===== src/rtl/pcsw_pkg.sv =====
package pcsw_pkg;
  localparam int FLAG_W = 4;
  localparam int MASK_W = 2;
  localparam int MODE_W = 2;

  typedef enum logic [MODE_W-1:0] {
    MODE_USER = 2'b00,
    MODE_FIQ  = 2'b01,
    MODE_IRQ  = 2'b10,
    MODE_SVC  = 2'b11
  } mode_e;

  function automatic logic is_priv(input logic [MODE_W-1:0] m);
    return m != MODE_USER;
  endfunction
endpackage


===== src/rtl/pcsw_addr_path.sv =====
module pcsw_addr_path #(
  parameter int ADDR_W = 24
) (
  input  logic [ADDR_W-1:0] cur_addr,
  input  logic              inc_en,
  input  logic              br_en,
  input  logic [ADDR_W-1:0] br_addr,
  input  logic              ld_en,
  input  logic [ADDR_W-1:0] ld_addr,
  output logic [ADDR_W-1:0] nxt_addr
);
  function automatic logic [ADDR_W-1:0] step_addr(input logic [ADDR_W-1:0] a);
    return a + ADDR_W'(1);
  endfunction

  always_comb begin
    if (ld_en)       nxt_addr = ld_addr;
    else if (br_en)  nxt_addr = br_addr;
    else if (inc_en) nxt_addr = step_addr(cur_addr);
    else             nxt_addr = cur_addr;
  end
endmodule


===== src/rtl/pcsw_field_merge.sv =====
module pcsw_field_merge
  import pcsw_pkg::*;
(
  input  logic [FLAG_W-1:0] cur_flags,
  input  logic [MASK_W-1:0] cur_masks,
  input  logic [MODE_W-1:0] cur_mode,
  input  logic              ld_en,
  input  logic [FLAG_W-1:0] ld_flags,
  input  logic [MASK_W-1:0] ld_masks,
  input  logic [MODE_W-1:0] ld_mode,
  input  logic              flg_en,
  input  logic [FLAG_W-1:0] flg_in,
  output logic              ctrl_we,
  output logic [FLAG_W-1:0] nxt_flags,
  output logic [MASK_W-1:0] nxt_masks,
  output logic [MODE_W-1:0] nxt_mode
);
  assign ctrl_we = ld_en && is_priv(cur_mode);

  always_comb begin
    if (ld_en)       nxt_flags = ld_flags;
    else if (flg_en) nxt_flags = flg_in;
    else             nxt_flags = cur_flags;
    nxt_masks = ctrl_we ? ld_masks : cur_masks;
    nxt_mode  = ctrl_we ? ld_mode  : cur_mode;
  end
endmodule


===== src/rtl/pcsw_top.sv =====
module pcsw_top
  import pcsw_pkg::*;
#(
  parameter int ADDR_W = 24,
  localparam int WORD_W = FLAG_W + MASK_W + ADDR_W + MODE_W
) (
  input  logic              clk,
  input  logic              rst_n,
  input  logic              inc_en,
  input  logic              br_en,
  input  logic [ADDR_W-1:0] br_addr,
  input  logic              ld_en,
  input  logic [WORD_W-1:0] ld_word,
  input  logic              flg_en,
  input  logic [FLAG_W-1:0] flg_in,
  output logic [WORD_W-1:0] word_o,
  output logic [MODE_W-1:0] mode_o,
  output logic              priv_o
);
  localparam int MODE_LO = 0;
  localparam int ADDR_LO = MODE_LO + MODE_W;
  localparam int MASK_LO = ADDR_LO + ADDR_W;
  localparam int FLAG_LO = MASK_LO + MASK_W;

  logic [FLAG_W-1:0] flags_q, flags_d;
  logic [MASK_W-1:0] masks_q, masks_d;
  logic [ADDR_W-1:0] addr_q,  addr_d;
  logic [MODE_W-1:0] mode_q,  mode_d;
  logic              ctrl_we;

  pcsw_addr_path #(.ADDR_W(ADDR_W)) u_addr (
    .cur_addr (addr_q),
    .inc_en   (inc_en),
    .br_en    (br_en),
    .br_addr  (br_addr),
    .ld_en    (ld_en),
    .ld_addr  (ld_word[MASK_LO-1:ADDR_LO]),
    .nxt_addr (addr_d)
  );

  pcsw_field_merge u_merge (
    .cur_flags (flags_q),
    .cur_masks (masks_q),
    .cur_mode  (mode_q),
    .ld_en     (ld_en),
    .ld_flags  (ld_word[WORD_W-1:FLAG_LO]),
    .ld_masks  (ld_word[FLAG_LO-1:MASK_LO]),
    .ld_mode   (ld_word[ADDR_LO-1:MODE_LO]),
    .flg_en    (flg_en),
    .flg_in    (flg_in),
    .ctrl_we   (ctrl_we),
    .nxt_flags (flags_d),
    .nxt_masks (masks_d),
    .nxt_mode  (mode_d)
  );

  always_ff @(posedge clk or negedge rst_n) begin
    if (!rst_n) begin
      flags_q <= '0;
      masks_q <= '1;
      addr_q  <= '0;
      mode_q  <= MODE_SVC;
    end else begin
      flags_q <= flags_d;
      masks_q <= masks_d;
      addr_q  <= addr_d;
      mode_q  <= mode_d;
    end
  end

  assign word_o = {flags_q, masks_q, addr_q, mode_q};
  assign mode_o = mode_q;
  assign priv_o = is_priv(mode_q);

  assert_step_wraps_R2: assert property (@(posedge clk) disable iff (!rst_n)
    (inc_en && !br_en && !ld_en) |=> (addr_q == $past(addr_q) + ADDR_W'(1)));

  assert_branch_addr_R3: assert property (@(posedge clk) disable iff (!rst_n)
    (br_en && !ld_en) |=> (addr_q == $past(br_addr)));

  assert_priv_load_R4: assert property (@(posedge clk) disable iff (!rst_n)
    (ld_en && priv_o) |=> (word_o == $past(ld_word)));

  assert_user_locked_R5: assert property (@(posedge clk) disable iff (!rst_n)
    (mode_o == MODE_USER) |=> ($stable(masks_q) && $stable(mode_o) && !$past(ctrl_we)));

  assert_flags_hold_R6: assert property (@(posedge clk) disable iff (!rst_n)
    (!flg_en && !ld_en) |=> $stable(flags_q));
endmodule


===== config.mk =====
export PLATFORM = sky130hd
export DESIGN_NAME = pcsw_top
export DESIGN_NICKNAME = d
export VERILOG_FILES = /design/src/rtl/pcsw_pkg.sv /design/src/rtl/pcsw_addr_path.sv /design/src/rtl/pcsw_field_merge.sv /design/src/rtl/pcsw_top.sv
export SDC_FILE = /design/constraint.sdc
export NUM_CORES = 1
export LEC_CHECK = 0
export BUFFER_PORTS_ARGS = -buffer_cell sky130_fd_sc_hd__buf_4
export CAP_MARGIN = 10
export CORE_MARGIN = 4
export CORE_UTILIZATION = 44
export DETAILED_ROUTE_END_ITERATION = 16
export PLACE_DENSITY = 0.87
export SLEW_MARGIN = 20
export SYNTH_ARGS = -nofsm -noshare
export SYNTH_HDL_FRONTEND = slang
export SYNTH_SLANG_ARGS = --single-unit

===== constraint.sdc =====
create_clock -name clk -period 1.95 [get_ports clk]
set_clock_uncertainty 0.05 [all_clocks]
set_input_delay 0.4875 -clock clk [delete_from_list [all_inputs] [get_ports clk]]
set_output_delay 0.4875 -clock clk [all_outputs]
set_load 0.02 [all_outputs]

# Word-level counts from Yosys, hierarchy flattened
# Cells that the tools add are included.
# Widths: inputs -> output; s select.
[op_classes] addsub=1 muxes=5 reduce_logical=4
[ops] operator="$mux 24" n=3
[ops] operator="$add 24x1->24 const B" n=1
[ops] operator="$mux 4" n=2
[ops] operator="$reduce_bool 2->1" n=2
[ops] operator="$reduce_bool 3->1" n=1
[ops] operator="$logic_and 1x1->1" n=1
[word_totals] reg_bits=32 input_bits=66 output_inout_bits=35 word_cells=14

# Logic depth before layout (Yosys ltp)
[depth] ltp_word=4 mapped_depth=7 ltp_nobuf=5

# Cells and area by module
# Synthesis repeated with hierarchy kept, for this count alone.
[unflattened] cells_unflattened=201 area_unflattened_um2=1889.3
[modules_own_cells] module="pcsw_addr_path" instances=1 cells_each=142 area_each_um2=914.6 seq_area_each_um2=0.0
[modules_own_cells] module="pcsw_top" instances=1 cells_each=35 area_each_um2=827.0 seq_area_each_um2=805.8
[modules_own_cells] module="pcsw_field_merge" instances=1 cells_each=24 area_each_um2=147.6 seq_area_each_um2=0.0

# Worst setup path before layout
# Ideal clock, no wire load.
[synth_path] kind="register to register" start="register addr_q[3]" end="register addr_q[13]" setup_ps=131 t_arrival_ps=1843 t_required_ps=1769 path_slack_ps=-75 path_stages_with_launch=6 path_buffers=1 synth_period_minus_slack_ps=2025 path_cell_list="dfrtp_1 buf_4 nand4_2 or4_4 o211a_1 or3_1"
[synth_via] elab_chain_len=4
[synth_rtl] item="start, declared" line_no="pcsw_top.sv:27" text="logic [ADDR_W-1:0] addr_q, addr_d;"
[synth_rtl] item="start signal, assigned" line_no="pcsw_top.sv:66" text="addr_q <= addr_d;"
[synth_rtl] item="$add 24x1->24" line_no="pcsw_addr_path.sv:13" text="return a + ADDR_W'(1);"
[synth_rtl] item="$mux 24" line_no="pcsw_addr_path.sv:19" text="else if (inc_en) nxt_addr = step_addr(cur_addr);"
[synth_rtl] item="$mux 24" line_no="pcsw_addr_path.sv:18" text="else if (br_en) nxt_addr = br_addr;"
[synth_rtl] item="$mux 24" line_no="pcsw_addr_path.sv:17" text="if (ld_en) nxt_addr = ld_addr;"
# Every way passes these cells. The select of a mux whose other input is x is not followed.
# A chain may end at the register's enable or synchronous reset.

# Final worst setup path
[layout_path] start="register addr_q[5]" end="register addr_q[13]"
# Same word-level chain as after synthesis.

==> metrics.txt <==
status=completed; fin crit period=1.85 ns; antenna violations before repair=0; Psw=0.667 mW; multiplexer share of the synthesized area=5.97%; Tot GR Track Use=22.4%; top post-synthesis cells by count=28 x dfrtp_1, 28 x nand2_1, 23 x a21oi_1, 20 x o21ai_0, 15 x clkbuf_1; FMAX=0.540 GHz; Least-Margin Pin Slew=0.473 ns; combinational power share=32.5%; row count=26; mapped cell area=0.00239 mm^2; first-pass GRT wire length=11.6 mm; Synth Area in XOR/XNOR=4.40%; vias per std cell=5.68; total CTS buffers=5; type of origin of the critical path=flop; worst reg2reg startpoint=addr_q[5]; Netlist cell types=59; Die ar.=0.00667 mm^2; critical path class=reg2reg; Routed WL per cell=16.1 um; Synth Area in Compound Gates=20.5%; predominant post-synthesis flop cell=dfrtp_1; Post-DRT Antenna Nets=0; RSZ-0062 raised after global routing=false; Synthesized Nets=354; grt ovf=0; Port Buffers=100; dpl hpwl=5.69 mm; Chip Width=81.7 um; Mapped Cells=287; Core ar.=0.00517 mm^2; ant diodes=0; post-place setup slack=0.108 ns; share of layout cells above drive strength 1=38.6%; clk_lat worst skew=0.29 ns; sequential-to-total area share from yosys stat=33.7%; clk slew on worst S/H paths=0.07 ns; clk sinks=32; area grow syn2layout=40.4%; Crit Path Max Fanout=6; worst setup margin=0.0972 ns; total wire length=7.41 mm; CTS tree=done; Sw Share=32.7%; Synth Area in Simple Gates=27.1%; Slew Limit Fails=0; Async SR Flop Fraction=100%; sequential share of power=39.5%; worst hold path class=in2async; Power Density=609 mW/mm^2; Final period util=95.0%; largest net degree at the start of global routing=33; postcts setup bufs=0; vias in the first global route=2,500; critical path required time=2.07 ns; nets=457; DRT iter0 DRCs=202; final setup TNS=0 ns; main combinational cell family by area after synthesis=simple AND/OR/NAND/NOR gates; Yosys top cell area share=29.3%; Final Hold Vio Count=0; vias post-DR=2,620; final setup fails=0; Int Power=1.38 mW; adder-cell share of the synthesized area=0.524%; Mean Syn Cell Area=8.32 um^2; largest area contributor in the netlist=dfrtp_1; Max Cap Violations=0; Critical Path Source=addr_q[5]; DRC Markers=0; CTS max path bufs=2; slew margin rel.=67.6%; die height=81.7 um; Starting Density=46.2%; Worst Path Arrival=1.97 ns; Synth Register Bits=32; number of synthesized flops with an enable pin=0; Final GP Congestion=0.916; peak supply drop=0.000367 V; H-tree depth=2; CTS root buffer=clkbuf_8; I/O pins=101; Static Leak=1.56 nW; CP endpoint kind=flop; Clock Power Share=28.0%; yosys warns=0; drt pass-1 iters=7; synth top area cells=dfrtp_1 29%, mux2i_1 5.0%, a21oi_1 4.8%
==> cells by family after synthesis <==
group / count (synthesis)
and+or+nand+nor: 116
AOI/OAI and AO/OA: 76
buffers and inverters: 36
DFF: 32
muxes: 14
xor gates and xnor gates: 12
adders and majority gates: 1
==> power groups by stage <==
stage	clock network [mW]	registers, mW	logic, mW
5_1_grt	0.600	0.815	0.723
4_1_cts	0.580	0.806	0.665
3_3_place_gp	0	0.809	0.646
3_5_place_dp	0	0.814	0.663
6_report	0.572	0.808	0.664
2_1_floorplan	0	0.879	0.281
==> per-stage QoR <==
| step | power, mW | hold slack, ns | cell area (um^2) | util, % | instances |
|---|---|---|---|---|---|
| finish | 2.04 | 0.0731 | 3350 | 64.9 | 461 |
| global route | 2.14 | 0.0985 | 3350 | 64.9 | 461 |
| CTS | 2.05 | 0.0891 | 3350 | 64.9 | 461 |
| detailed placement | 1.48 | 0.402 | 3250 | 62.9 | 453 |
| global placement | 1.45 | 0.400 | 3250 | 62.9 | 453 |
| floorplan | 1.16 | 0.142 | 2410 | - | 287 |
==> area by class of cell <==
class / count / area (um^2)
timing repair buffer: 121 / 908
multi-input combinational: 219 / 1410
sequential: 32 / 811
inverter: 11 / 41.3
tap: 70 / 87.6
clock buffer: 8 / 100
fill: 426 / 1820
==> worst max-delay path: stages (launching register included) <==
cell     delay, ns
dfrtp_2       0.43
nand4_4       0.13
or4_4         0.57
o211a_1       0.22
or3_1         0.33
==> worst paths after layout <==
kind	slack [ns]	endpoint	depth (start not counted)
min in group clk	0.35	flags_q[2]	3
hold reg to reg	0.49	mode_o[0]	2
setup reg to reg	0.1	addr_q[13]	4
setup / recovery	0.1	addr_q[13]	4
hold / removal	0.07	addr_q[21]	1
max in group asynchronous	1.43	mode_o[0]	1
==> placed cells by master (no fill, tap or decap), drive strengths merged, types with 10 or more instances in the layout <==
| cell | Yosys | final |
|---|---|---|
| a21oi | 23 | 23 |
| buf | 7 | 121 |
| dfrtp | 28 | 28 |
| inv | 11 | 11 |
| mux2i | 12 | 12 |
| nand2 | 28 | 28 |
| nand3 | 13 | 13 |
| nand4 | 10 | 10 |
| nor2 | 14 | 14 |
| o21ai | 20 | 20 |
==> flip-flops by register name, summed over array words and instances (netlist names) <==
register  cells
addr_q       24
flags_q       4
masks_q       2
mode_o        2
==> metal layers <==
layer	GRT usage, %	share of wire, %	vias up
met5	0	0	-
met4	8.47	2.3	0
met3	7.46	9.6	18
met2	36.5	48	129
met1	27.4	40	1208
li1	-	-	1265
==> what timing repair did <==
action / in CTS / in global routing
endpoints found under the setup margin: 0 / 1
hold buffers: 0 / 0
gates resized for setup: 0 / 0
No activity file was read; power rests on OpenSTA's default activity.
